===== src/rtl/reg_write_gate_pkg.sv =====
package reg_write_gate_pkg;

  typedef enum logic [1:0] {
    GATE_LOCKED = 2'd0,
    GATE_ARMED  = 2'd1,
    GATE_OPEN   = 2'd2
  } gateState_t;

  // decoded bus events, datapath -> control
  typedef struct packed {
    logic wrKickA;
    logic wrKickB;
    logic keyAMatch;
    logic keyBMatch;
    logic wrPlain;
  } busEvent_t;

  // strobes, control -> datapath
  typedef struct packed {
    logic demoWr;
  } gateStrobe_t;

endpackage


===== src/rtl/reg_write_gate_dp.sv =====
module reg_write_gate_dp
  import reg_write_gate_pkg::*;
#(
  parameter int ADDR_W = 8,
  parameter int DATA_W = 32,
  parameter logic [ADDR_W-1:0] KICK_A_OFS = 8'h6C,
  parameter logic [ADDR_W-1:0] KICK_B_OFS = 8'h70,
  parameter logic [ADDR_W-1:0] DEMO_OFS = 8'h00,
  parameter logic [DATA_W-1:0] KEY_A = 32'h83E70B13,
  parameter logic [DATA_W-1:0] KEY_B = 32'h95A4F1E0
) (
  input  logic              clk,
  input  logic              rstN,
  input  logic              busWrEn,
  input  logic [ADDR_W-1:0] busAddr,
  input  logic [DATA_W-1:0] busWrData,
  input  gateStrobe_t       strobe,
  output busEvent_t         busEvent,
  output logic [DATA_W-1:0] busRdData,
  output logic [DATA_W-1:0] demoQ
);

  logic isKickA;
  logic isKickB;
  logic isDemo;

  assign isKickA = (busAddr == KICK_A_OFS);
  assign isKickB = (busAddr == KICK_B_OFS);
  assign isDemo  = (busAddr == DEMO_OFS);

  always_comb begin
    busEvent.wrKickA   = busWrEn && isKickA;
    busEvent.wrKickB   = busWrEn && isKickB;
    busEvent.keyAMatch = (busWrData == KEY_A);
    busEvent.keyBMatch = (busWrData == KEY_B);
    busEvent.wrPlain   = busWrEn && !isKickA && !isKickB;
  end

  always_ff @(posedge clk) begin
    if (!rstN) begin
      demoQ <= '0;
    end else if (strobe.demoWr && isDemo) begin
      demoQ <= busWrData;
    end
  end

  assign busRdData = isDemo ? demoQ : '0;

endmodule


===== src/rtl/reg_write_gate_ctrl.sv =====
module reg_write_gate_ctrl
  import reg_write_gate_pkg::*;
(
  input  logic        clk,
  input  logic        rstN,
  input  busEvent_t   busEvent,
  output gateStrobe_t strobe,
  output logic        protWrEn,
  output logic        gateOpen
);

  gateState_t stateQ;
  gateState_t stateD;

  always_comb begin
    stateD = stateQ;
    if (busEvent.wrKickA) begin
      if (!busEvent.keyAMatch) begin
        stateD = GATE_LOCKED;
      end else if (stateQ != GATE_OPEN) begin
        stateD = GATE_ARMED;
      end
    end else if (busEvent.wrKickB) begin
      if (!busEvent.keyBMatch) begin
        stateD = GATE_LOCKED;
      end else if (stateQ == GATE_ARMED) begin
        stateD = GATE_OPEN;
      end
    end
  end

  always_ff @(posedge clk) begin
    if (!rstN) begin
      stateQ <= GATE_LOCKED;
    end else begin
      stateQ <= stateD;
    end
  end

  assign gateOpen      = (stateQ == GATE_OPEN);
  assign protWrEn      = busEvent.wrPlain && gateOpen;
  assign strobe.demoWr = protWrEn;

endmodule


===== src/rtl/reg_write_gate.sv =====
module reg_write_gate
  import reg_write_gate_pkg::*;
#(
  parameter int ADDR_W = 8,
  parameter int DATA_W = 32,
  parameter logic [ADDR_W-1:0] KICK_A_OFS = 8'h6C,
  parameter logic [ADDR_W-1:0] KICK_B_OFS = 8'h70,
  parameter logic [ADDR_W-1:0] DEMO_OFS = 8'h00,
  parameter logic [DATA_W-1:0] KEY_A = 32'h83E70B13,
  parameter logic [DATA_W-1:0] KEY_B = 32'h95A4F1E0
) (
  input  logic              clk,
  input  logic              rstN,
  input  logic              busWrEn,
  input  logic [ADDR_W-1:0] busAddr,
  input  logic [DATA_W-1:0] busWrData,
  output logic [DATA_W-1:0] busRdData,
  output logic              protWrEn
);

  busEvent_t         busEvent;
  gateStrobe_t       strobe;
  logic              gateOpen;
  logic [DATA_W-1:0] demoQ;

  reg_write_gate_dp #(
    .ADDR_W(ADDR_W), .DATA_W(DATA_W),
    .KICK_A_OFS(KICK_A_OFS), .KICK_B_OFS(KICK_B_OFS), .DEMO_OFS(DEMO_OFS),
    .KEY_A(KEY_A), .KEY_B(KEY_B)
  ) uDp (
    .clk(clk),
    .rstN(rstN),
    .busWrEn(busWrEn),
    .busAddr(busAddr),
    .busWrData(busWrData),
    .strobe(strobe),
    .busEvent(busEvent),
    .busRdData(busRdData),
    .demoQ(demoQ)
  );

  reg_write_gate_ctrl uCtrl (
    .clk(clk),
    .rstN(rstN),
    .busEvent(busEvent),
    .strobe(strobe),
    .protWrEn(protWrEn),
    .gateOpen(gateOpen)
  );

endmodule


===== config.mk =====
export PLATFORM = sky130hd
export DESIGN_NAME = reg_write_gate
export DESIGN_NICKNAME = d
export VERILOG_FILES = /design/src/rtl/reg_write_gate_pkg.sv /design/src/rtl/reg_write_gate_dp.sv /design/src/rtl/reg_write_gate_ctrl.sv /design/src/rtl/reg_write_gate.sv
export SDC_FILE = /design/constraint.sdc
export NUM_CORES = 1
export LEC_CHECK = 0
export ABC_AREA = 1
export ABC_CLOCK_PERIOD_IN_PS = 1670
export BUFFER_PORTS_ARGS = -buffer_cell sky130_fd_sc_hd__clkbuf_2
export CAP_MARGIN = 10
export CORE_ASPECT_RATIO = 1.2
export CORE_MARGIN = 1
export CORE_UTILIZATION = 48
export DETAILED_ROUTE_END_ITERATION = 10
export HOLD_SLACK_MARGIN = 0.12
export PLACE_DENSITY = 0.79
export SLEW_MARGIN = 20
export SYNTH_ARGS = -nofsm -noshare
export SYNTH_HDL_FRONTEND = slang
export SYNTH_SLANG_ARGS = --single-unit

===== constraint.sdc =====
create_clock -name clk -period 1.67 [get_ports clk]
set_input_delay 0.167 -clock clk [delete_from_list [all_inputs] [get_ports clk]]
set_output_delay 0.167 -clock clk [all_outputs]
set_load 0.02 [all_outputs]

Word-level counts from Yosys, hierarchy flattened
Cells that the tools add are included.

operators by class
  equality and inequality tests = 9
  muxes and demuxes = 7
  reduce and logical (&&, ||, !) cells = 11

operator list
  operator                                        number
  == test 32 bit (second input constant)          2
  two-way mux 32 bit                              1
  == test 8 x 7 -> 1 bit (second input constant)  2
  two-way mux 2 bit                               6
  zero test 8 bit                                 1
  logical AND 1 bit                               6
  != test 3 bit (second input constant)           2
  AND reduction 3 bit                             1
  == test 2 x 1 -> 1 bit (second input constant)  1
  == test 2 bit (second input constant)           1
  zero test 1 bit                                 2
  != test 2 bit (second input constant)           1
  nonzero test 2 bit                              1

storage, ports and cells
  register bits = 34
  bits of input ports = 43
  logic and storage cells = 29

Depth between registers and ports, before layout
Gate-level depths: netlist of run 1.

  word-level depth = 6
  mapped depth = 11

Cells and area by module
A second synthesis of run 1 with hierarchy kept.

unflattened totals
  cells, all modules = 350
  area total of the unflattened synthesis = 2,213.4 um^2

modules (own cells, without submodules)
  module               area each (um^2)  instances  sequential area each (um^2)  cells each
  reg_write_gate_dp    2,055.7           1          640.6                        324
  reg_write_gate_ctrl  157.7             1          40.0                         26

Worst setup path after synthesis of run 1
Ideal clock, no wire load.

  kind = register to register
  start point = register uCtrl.stateQ[1]
  end point = register uDp.demoQ[12]
  required time = 1.553 ns
  cell stages (with the launch flop) = 9
  data arrival time = 1.184 ns
  setup slack = 0.369 ns
  path through = dfxtp_1 -> inv_1 -> nor2_1 -> o21ai_2 -> nor2_4 -> nand2_8 -> buf_8 -> o21ai_1 -> a21oi_1

on the way
  word-level cells in the longest chain between the ends = 3

RTL lines
  item                      RTL line                   RTL
  start: declaration        reg_write_gate_ctrl.sv:12  gateState_t stateQ;
  start signal: assignment  reg_write_gate_ctrl.sv:36  stateQ <= stateD;
  == test 2 bit             reg_write_gate_ctrl.sv:40  assign gateOpen = (stateQ == GATE_OPEN);
  logical AND 1 bit         reg_write_gate_ctrl.sv:41  assign protWrEn = busEvent.wrPlain && gateOpen;
  net protWrEn              reg_write_gate.sv:18       output logic protWrEn
  logical AND 1 bit         reg_write_gate_dp.sv:42    end else if (strobe.demoWr && isDemo) begin
  end signal: assignment    reg_write_gate_dp.sv:43    demoQ <= busWrData;
  end: declaration          reg_write_gate_dp.sv:20    output logic [DATA_W-1:0] demoQ

The timed path passes the listed nets, and every way through them passes these cells.
A chain may end at the register's enable or synchronous reset.

Worst setup path after layout of run 1
  start point = input busAddr[4]
  end point = output busRdData[26]

on the way
  word-level cells in the longest chain between the ends = 2

RTL lines
  item                RTL line                 RTL
  start: declaration  reg_write_gate.sv:15     input logic [ADDR_W-1:0] busAddr,
  zero test 8 bit     reg_write_gate_dp.sv:29  assign isDemo = (busAddr == DEMO_OFS);
  two-way mux 32 bit  reg_write_gate_dp.sv:47  assign busRdData = isDemo ? demoQ : '0;
  end: declaration    reg_write_gate.sv:17     output logic [DATA_W-1:0] busRdData,

Every way passes these cells.

==> results.json, run 1 <==
{
  "run_status": "complete, no violations",
  "cp.required_ps": 1500,
  "hold_path_startpoint": "busWrData[20]",
  "synth_sequential_area_ratio": 0.356,
  "power.density_nw_per_um2": 676,
  "final_routed_wirelength_across_all_metal_layers_mm": 4.18,
  "floorplan.die_area_um2": 4240,
  "hold_ws_ps": 166,
  "grtUsageTotal": 0.214,
  "drt_first_iter_violations": 62,
  "nNetsFinal": 410,
  "antennaDiodeCount": 0,
  "tns_ps": 0,
  "grt_pass1_wl_mm": 7.12,
  "worst_pin_slew_ps": 572,
  "timing.final.crit_period_ps": 1450,
  "synth.most_common_cell": "sky130_fd_sc_hd__nor2_1",
  "total_leakage_power_nw": 1.02,
  "asyncSetResetFlopFracSynth": 0,
  "startpoint": "busAddr[4]",
  "path_clk_slew_ps": 70,
  "hold_viol_final": 0,
  "gr-total-overflow": 0,
  "die_x_um": 59.6,
  "num_rows": 24,
  "port_buffers": 75,
  "io_pins": 76,
  "yosys_most_used_dff": "sky130_fd_sc_hd__dfxtp_1",
  "cts-hold-fix-buffers": 0,
  "clk_latency_ps": 280,
  "ctsHtreeMaxLevel": 2,
  "layout.area.seq_um2": 681,
  "finalMaxSlewViolations": 0,
  "resized_cells_post_cts": 0,
  "cts_sinks": 34,
  "antenna_violating_nets_post_route": 0,
  "cts_setup_buffers": 0,
  "path_cells": "clkbuf_2 > nor2_1 > nand3_1 > nor2_4 > inv_2 > nor2_1 > clkbuf_2",
  "synth_largest_area_cell": "sky130_fd_sc_hd__dfxtp_1",
  "synth.top_cells.by_count": "57 x sky130_fd_sc_hd__nor2_1, 56 x sky130_fd_sc_hd__inv_1, 34 x sky130_fd_sc_hd__a21oi_1, 34 x sky130_fd_sc_hd__dfxtp_1, 33 x sky130_fd_sc_hd__nand2_1",
  "count_of_flip_flops_with_a_built_in_enable_after_synthesis": 0,
  "timing.hold.worst.class": "input port to register",
  "startpoint_type": "input port",
  "max_slew_margin": 0.619,
  "slowest_stage": "sky130_fd_sc_hd__inv_2",
  "synth.yosys.warnings": 0,
  "grt_start_max_net_pins": 65,
  "fillers": 386,
  "routed_wire_length_per_instance_um": 9.96,
  "final_layout_size_suffix_gt1_frac": 0.258,
  "cts-buffers-inserted": 5,
  "die_height_um": 71.2,
  "cp_max_fo": 32,
  "setup_slack_ps": 223,
  "critPathArrivalTime_ps": 1280,
  "antenna_violations_before_repair": 0,
  "layout-area-overhead-vs-synth_pct": 22.6,
  "tritoncts_clock_tree": "yes",
  "yosys_register_bits": 34,
  "finClkSkew_ps": 6.47,
  "critPathCaptureType": "output port",
  "routed-via-count": 1969,
  "synth_unique_cells": 24,
  "multiInputGateArea_um2": 908,
  "placement.setup.worst_slack_ps": 187,
  "routabilityCongestion": 0.848,
  "post-dp-hpwl_mm": 3.19,
  "post_synth_inst_count": 297,
  "r2r-start": "uCtrl.stateQ[1]",
  "via_per_inst": 4.69,
  "clock_tree.buffer_depth": 2,
  "detail_route.first_pass.iterations": 4,
  "clock.fmax_mhz": 691,
  "cp_slowest_stage_delay_ps": 240,
  "setup.worst_path.class": "input port to output port",
  "finalCritPeriodShare": 0.866,
  "post_synth_instance_area_um2": 1910,
  "synthTopCellsByArea": "sky130_fd_sc_hd__dfxtp_1 36%, sky130_fd_sc_hd__nor2_1 11%, sky130_fd_sc_hd__inv_1 11%",
  "synth.net_count": 340,
  "finalSetupViolCount": 0,
  "cts.root.buffer_cell": "sky130_fd_sc_hd__clkbuf_8",
  "rsz0062_at_grt": "false",
  "synth_top_area_share": 0.356,
  "initial_core_util": 0.514,
  "synthesis.area_per_instance_um2": 6.44,
  "coreArea_um2": 3720,
  "cap_violations": 0,
  "number_of_remaining_drc_errors": 0,
  "via_count_of_the_first_global_routing_pass": 1793,
  "maximum_vdd_drop_v": 0.000411
}
-- final cells by class --
type | count | share of cell area
clock inverters | 1 | 0.00213
multi-input cells | 191 | 0.387
inverters | 60 | 0.0960
flip-flops and latches | 34 | 0.290
well taps | 52 | 0.0277
clock buffers | 7 | 0.0368
repair buffers | 75 | 0.160
-- flip-flops by register name, summed over array words and instances, names as in the netlist --
| name | count |
|---|---|
| uCtrl.stateQ | 2 |
| uDp.demoQ | 32 |
-- power breakdown --
group	switching [mW]	total [mW]	internal (mW)	leakage (nW)
registers	0.000147	0.811	0.811	0.274
logic	0.0986	0.164	0.0654	0.696
clock network	0.279	0.611	0.332	0.0482
-- worst paths after layout --
check        slack [ps]             to  depth (start not counted)
min                 170  uDp.demoQ[20]                          3
min reg2reg         450  uDp.demoQ[15]                          2
max reg2reg         240   uDp.demoQ[3]                          7
max                 220  busRdData[26]                          7
-- critical path, delay by kind of cell --
| kind | cells | cell delay [ps] |
|---|---|---|
| and+or+nand+nor | 4 | 580 |
| buffers and inverters | 3 | 540 |
-- stage by stage --
step | util | cells | instance area [um^2] | power (mW)
floorplan | - | 297 | 1910 | 0.902
global placement | 0.606 | 412 | 2250 | 0.990
detailed placement | 0.606 | 412 | 2250 | 0.992
CTS | 0.630 | 420 | 2350 | 1.60
global route | 0.630 | 420 | 2350 | 1.65
finish | 0.630 | 420 | 2350 | 1.59
-- cell usage in the layout, fill, tap and decap left out, drive strengths merged, types with 6 or more instances in the layout --
cell and count:
nor2 60, dfxtp 34, nor3 6, a21oi 34, clkbuf 82, nand3 12
o21ai 33, nand4 7, nand2 37, inv 60
-- metal layers --
| layer | up-vias | GRT usage | wire length, um |
|---|---|---|---|
| met5 | - | 0 | 0 |
| met4 | 0 | 0.0698 | 44 |
| met3 | 4 | 0.0439 | 135 |
| met2 | 48 | 0.383 | 2130 |
| met1 | 848 | 0.248 | 1870 |
| li1 | 1069 | - | - |
-- logic make-up (layout without fill, tap and decap cells) --
family / Yosys count / after routing / synth area share
flip-flops: 34 / 34 / 0.356
AND/OR/NAND/NOR: 124 / 124 / 0.298
buffers and inverters: 72 / 143 / 0.169
AO/OA/AOI/OAI: 67 / 67 / 0.177
Note: power is estimated with default switching activity, not from simulation.
==> run 2: changes to the inputs <==
--- a/config.mk
+++ b/config.mk
@@ -9,10 +9,10 @@
 export ABC_CLOCK_PERIOD_IN_PS = 1670
 export BUFFER_PORTS_ARGS = -buffer_cell sky130_fd_sc_hd__clkbuf_2
 export CAP_MARGIN = 10
-export CORE_ASPECT_RATIO = 1.2
 export CORE_MARGIN = 1
 export CORE_UTILIZATION = 48
 export DETAILED_ROUTE_END_ITERATION = 10
+export GPL_TIMING_DRIVEN = 0
 export HOLD_SLACK_MARGIN = 0.12
 export PLACE_DENSITY = 0.79
 export SLEW_MARGIN = 20
==> results.json, run 2 (synthesis gave the netlist of run 1 again) <==
{
  "drt_first_iter_violations": 112,
  "number_of_remaining_drc_errors": 0,
  "antennaDiodeCount": 0,
  "run_status": "complete, no violations",
  "grtUsageTotal": 0.239,
  "mostFrequentLayoutCells": "78 x sky130_fd_sc_hd__clkbuf_2, 57 x sky130_fd_sc_hd__nor2_1, 56 x sky130_fd_sc_hd__inv_1, 34 x sky130_fd_sc_hd__a21oi_1, 34 x sky130_fd_sc_hd__dfxtp_1",
  "portion_of_total_power_attributed_to_the_clock_network": 0.433,
  "die_height_um": 65.1,
  "tritoncts_clock_tree": "yes",
  "power_report.internal_total_mw": 1.32,
  "cts-buffers-inserted": 5,
  "timing.hold.worst.class": "input port to register",
  "worstHoldPathCells": 3,
  "grt_pass1_wl_mm": 7.80,
  "path_clk_slew_ps": 70,
  "total_leakage_power_nw": 1.08,
  "rsz0062_at_grt": "false",
  "io_pins": 76,
  "fillers": 354,
  "antenna_violations_before_repair": 0,
  "power.density_nw_per_um2": 703,
  "initial_core_util": 0.511,
  "clock.fmax_mhz": 666,
  "cts_sinks": 34,
  "regMostFlops": "uDp.demoQ",
  "timing.final.crit_period_ps": 1500,
  "timing.hold.worst_endpoint": "uDp.demoQ[30]",
  "combinational_cell_fraction_of_total_power": 0.099,
  "detail_route.first_pass.iterations": 4,
  "grt_start_max_net_pins": 12,
  "ctsHtreeMaxLevel": 2,
  "final_routed_wirelength_across_all_metal_layers_mm": 4.70,
  "routed-via-count": 2032,
  "coreArea_um2": 3740,
  "gr-total-overflow": 0,
  "finalSetupViolCount": 0,
  "critPathCaptureType": "output port",
  "setup.worst_path.class": "input port to output port",
  "port_buffers": 75,
  "critPathArrivalTime_ps": 1340,
  "antenna_violating_nets_post_route": 0,
  "finalMaxSlewViolations": 0,
  "detailed_place.area_um2": 2350,
  "maximum_vdd_drop_v": 0.000491,
  "p_seq_frac": 0.469,
  "netSwitchingFraction": 0.239,
  "die_x_um": 65.1,
  "max_slew_margin": 0.747,
  "cts.root.buffer_cell": "sky130_fd_sc_hd__clkbuf_8",
  "crit_reg_reg_endpoint": "uDp.demoQ[4]",
  "biggestRegsByFlops": "uDp.demoQ x32, uCtrl.stateQ x2",
  "finalCritPeriodShare": 0.900,
  "nNetsFinal": 422,
  "cp_max_fo": 10,
  "final_layout_size_suffix_gt1_frac": 0.276,
  "power_switching_mw": 0.413,
  "layout-area-overhead-vs-synth_pct": 28.6,
  "hold_viol_final": 0,
  "tns_ps": 0,
  "startpoint_type": "input port",
  "clock_tree.buffer_depth": 2,
  "num_rows": 22,
  "worst_pin_slew_ps": 380,
  "floorplan.die_area_um2": 4240,
  "layout.cells.most_common": "sky130_fd_sc_hd__clkbuf_2",
  "final_cell_area_um2": 2460,
  "worst-r2r-setup-slack_ps": 300,
  "largest_register_ffs": 32,
  "via_count_of_the_first_global_routing_pass": 1835,
  "routed_wire_length_per_instance_um": 11.0,
  "clk_latency_ps": 290,
  "cap_violations": 0,
  "finClkSkew_ps": 4.24,
  "r2r-start": "uCtrl.stateQ[1]",
  "routabilityCongestion": 0.830,
  "hold_path_startpoint": "busWrData[30]",
  "via_per_inst": 4.75,
  "cp.required_ps": 1500,
  "reg2regPathDepth": 8,
  "post-dp-hpwl_mm": 3.63
}
==> run 2: power groups by stage <==
| stage | registers (mW) | clock network, mW | logic, mW |
|---|---|---|---|
| after floorplan | 0.829 | 0 | 0.0730 |
| after global placement | 0.829 | 0 | 0.164 |
| after detailed placement | 0.829 | 0 | 0.167 |
| after CTS | 0.811 | 0.754 | 0.170 |
| after global routing | 0.810 | 0.794 | 0.193 |
| final | 0.811 | 0.748 | 0.171 |
==> run 2: worst max path at each step <==
stage	slack (ps)	startpoint	depth (start not counted)	endpoint
final	170	busAddr[1]	8	busRdData[1]
after floorplan	370	uCtrl.stateQ[1]	8	uDp.demoQ[12]
after global placement	120	busAddr[4]	8	busRdData[1]
after global routing	20	busAddr[4]	8	busRdData[6]
after CTS	80	busAddr[1]	8	busRdData[1]
after detailed placement	90	busAddr[1]	8	busRdData[1]
==> run 2: cell type report <==
class                           instances  area (um^2)  area share
Buffer                                 12          101      0.0412
Clock buffer                            5         68.8      0.0280
Clock inverter                          3         40.0      0.0163
Inverter                               60          225      0.0916
Multi-Input combinational cell        191          908       0.369
Sequential cell                        34          681       0.277
Tap cell                               48         60.1      0.0244
Timing Repair Buffer                   75          375       0.153
==> run 2: timing repair <==
action / in CTS / in global routing
buffers inserted: 0 / 0
endpoints found under the setup margin: 0 / 14
resized for setup: 0 / 4
hold buffers: 0 / 0
==> run 2: critical path: stages <==
cell and delay (ps):
sky130_fd_sc_hd__clkbuf_2 110, sky130_fd_sc_hd__nor2_4 120, sky130_fd_sc_hd__nand2_2 90, sky130_fd_sc_hd__nor2_4 190
sky130_fd_sc_hd__inv_2 110, sky130_fd_sc_hd__clkbuf_2 210, sky130_fd_sc_hd__nor2_1 150, sky130_fd_sc_hd__clkbuf_2 190
==> run 2: stage by stage <==
stage | power (mW) | worst slack (ps) | cells | hold slack [ps] | util
2_1_floorplan | 0.902 | 369 | 297 | 305 | -
3_3_place_gp | 0.993 | 121 | 420 | 440 | 0.627
3_5_place_dp | 0.997 | 88.0 | 420 | 443 | 0.627
4_1_cts | 1.74 | 84.7 | 428 | 155 | 0.656
5_1_grt | 1.80 | 16.8 | 428 | 187 | 0.657
6_report | 1.73 | 168 | 428 | 159 | 0.657
==> run 2: metal layers <==
metal,share of wire,wire (um),track usage,up-vias
met1,0.46,2160,0.287,883
met5,0,0,0,-
li1,-,-,-,1089
met3,0.030,139,0.0365,10
met2,0.49,2300,0.413,50
met4,0.022,103,0.122,0
==> run 3: changes to the inputs <==
--- a/config.mk
+++ b/config.mk
@@ -9,6 +9,7 @@
 export ABC_CLOCK_PERIOD_IN_PS = 1670
 export BUFFER_PORTS_ARGS = -buffer_cell sky130_fd_sc_hd__clkbuf_2
 export CAP_MARGIN = 10
+export CORE_ASPECT_RATIO = 1.5
 export CORE_MARGIN = 1
 export CORE_UTILIZATION = 48
 export DETAILED_ROUTE_END_ITERATION = 10
==> constraint.sdc (replaced) <==
create_clock -name clk -period 1.67 [get_ports clk]
set_input_delay 0.167 -clock clk [delete_from_list [all_inputs] [get_ports clk]]
set_output_delay 0.167 -clock clk [all_outputs]
set_load 0.1 [all_outputs]
==> results.json, run 3 (synthesis gave the netlist of run 1 again) <==
{
  "routed-via-count": 2109,
  "slowest_stage": "sky130_fd_sc_hd__clkbuf_4",
  "setup.worst_path.class": "register to output port",
  "maximum_vdd_drop_v": 0.000554,
  "cp_slowest_stage_delay_ps": 360,
  "fillers": 301,
  "nNetsFinal": 423,
  "mostFrequentLayoutCells": "55 x sky130_fd_sc_hd__inv_1, 45 x sky130_fd_sc_hd__clkbuf_2, 34 x sky130_fd_sc_hd__a21oi_1, 33 x sky130_fd_sc_hd__nand2_1, 33 x sky130_fd_sc_hd__dfxtp_1",
  "antenna_violating_nets_post_route": 0,
  "design_power_total_mw": 1.71,
  "cts_sinks": 34,
  "startpoint_type": "register",
  "antenna_violations_before_repair": 0,
  "gr-total-overflow": 0,
  "rsz0062_at_grt": "false",
  "finalMaxSlewViolations": 0,
  "initial_core_util": 0.510,
  "routabilityCongestion": 0.853,
  "max_slew_margin": 0.642,
  "worst_pin_slew_ps": 540,
  "path_cells": "inv_2 > nor2_2 > o21ai_2 > nor2_4 > clkbuf_4",
  "layout.area.seq_um2": 682,
  "finClkSkew_ps": 6.37,
  "final_routed_wirelength_across_all_metal_layers_mm": 5.01,
  "finalCritPeriodShare": 0.934,
  "ctsHtreeMaxLevel": 2,
  "top_layer": "met4",
  "num_rows": 27,
  "clock.fmax_mhz": 641,
  "grt_start_max_net_pins": 11,
  "power.density_nw_per_um2": 596,
  "total_leakage_power_nw": 1.15,
  "critPathCaptureType": "output port",
  "cp-endpoint": "protWrEn",
  "reg2regPathDepth": 8,
  "drt_first_iter_violations": 30,
  "worst-r2r-setup-slack_ps": 360,
  "crit_family": "buffers and inverters",
  "m1WireLength_mm": 2.01,
  "critPathArrivalTime_ps": 1390,
  "timing.final.crit_period_ps": 1560,
  "crit_reg_reg_endpoint": "uDp.demoQ[14]",
  "tritoncts_clock_tree": "yes",
  "run_status": "complete, no violations",
  "startpoint": "uCtrl.stateQ[1]",
  "routed-wl-met3_um": 184,
  "routed_wire_length_per_instance_um": 11.8,
  "io_pins": 76,
  "clk_latency_ps": 280,
  "via_per_inst": 4.97,
  "floorplan.die_area_um2": 4250,
  "final_layout_size_suffix_gt1_frac": 0.362,
  "cp.required_ps": 1500,
  "port_buffers": 75,
  "die_x_um": 53.5,
  "grt_pass1_wl_mm": 8.15,
  "wl_met2_mm": 2.72,
  "cts-hold-fix-buffers": 0,
  "die_height_um": 79.3,
  "coreArea_um2": 3750,
  "cap_violations": 0,
  "regMostFlops": "uDp.demoQ",
  "clock_tree.buffer_depth": 2,
  "cts-buffers-inserted": 5,
  "post-dp-hpwl_mm": 3.71,
  "via_count_of_the_first_global_routing_pass": 1988,
  "biggestRegsByFlops": "uDp.demoQ x32, uCtrl.stateQ x2",
  "multiInputGateArea_um2": 1060,
  "finalSetupViolCount": 0,
  "largest_register_ffs": 32,
  "cts.root.buffer_cell": "sky130_fd_sc_hd__clkbuf_8",
  "worstPathBufferInverterCount": 2,
  "r2r-start": "uCtrl.stateQ[1]",
  "grtUsageTotal": 0.260,
  "hold_ws_ps": 168,
  "hold_viol_final": 0,
  "layout.cells.most_common": "sky130_fd_sc_hd__inv_1",
  "cp_num_cells": 5,
  "detail_route.first_pass.iterations": 4,
  "antennaDiodeCount": 0,
  "path_clk_slew_ps": 70,
  "number_of_remaining_drc_errors": 0,
  "timing.hold.worst.class": "input port to register",
  "layout-area-overhead-vs-synth_pct": 50.4,
  "cp_max_fo": 2
}
[run 3: cell types whose count changed in the layout (fill, tap and decap cells not counted), moves of 2 or more]
cell	delta
sky130_fd_sc_hd__buf_6	+2
sky130_fd_sc_hd__clkbuf_2	-33
sky130_fd_sc_hd__nor2_1	-31
sky130_fd_sc_hd__nor2_2	+16
sky130_fd_sc_hd__clkinv_2	-2
sky130_fd_sc_hd__clkbuf_8	+26
sky130_fd_sc_hd__clkbuf_4	+4
sky130_fd_sc_hd__nor2_4	+15
sky130_fd_sc_hd__buf_4	+2
[run 3: cell type report]
cell class | instances | area share
buffer | 12 | 0.0383
timing repair buffer | 76 | 0.222
tap | 43 | 0.0187
inverter | 60 | 0.0783
sequential | 34 | 0.237
clock buffer | 7 | 0.0265
clock inverter | 1 | 0.0104
multi-input combinational | 191 | 0.369
[run 3: through the flow]
step / utilization / TNS [ps] / worst slack [ps] / std cells / cell area (um^2)
global route: 0.767 / 0 / 38.2 / 424 / 2880
detailed placement: 0.666 / -10300 / -367 / 415 / 2500
global placement: 0.666 / -9220 / -331 / 415 / 2500
finish: 0.767 / 0 / 110 / 424 / 2880
floorplan: - / -6720 / -376 / 297 / 2070
CTS: 0.763 / 0 / 29.6 / 423 / 2860
[run 3: layer usage]
metal | vias to the layer above | GRT usage
met3 | 8 | 0.0517
met4 | 0 | 0.116
met1 | 951 | 0.280
met2 | 55 | 0.464
li1 | 1095 | -
met5 | - | 0
[run 3: power by group]
group / internal [mW] / switching (mW)
Combinational: 0.0673 / 0.100
Sequential: 0.811 / 0.000187
Clock: 0.446 / 0.289
Total: 1.32 / 0.390
[run 3: worst min path at each step]
| stage | start | cells past startpoint | endpoint |
|---|---|---|---|
| global route | busWrData[30] | 3 | uDp.demoQ[30] |
| detailed placement | uDp.demoQ[0] | 2 | uDp.demoQ[0] |
| CTS | busWrData[30] | 3 | uDp.demoQ[30] |
| floorplan | rstN | 2 | uDp.demoQ[0] |
| global placement | uDp.demoQ[0] | 2 | uDp.demoQ[0] |
| finish | busWrData[20] | 3 | uDp.demoQ[20] |
[run 3: tightest hold or removal path, delay by kind of cell]
| family | cells | cell delay (ps) |
|---|---|---|
| AOI/OAI and AO/OA | 2 | 150 |
| buffers and inverters | 1 | 90 |
[run 3: what timing repair did]
| item | CTS | global route |
|---|---|---|
| pin swaps | 0 | 1 |
| buffers inserted | 0 | 1 |
| resized for setup | 64 | 6 |
| setup endpoints to repair | 31 | 23 |
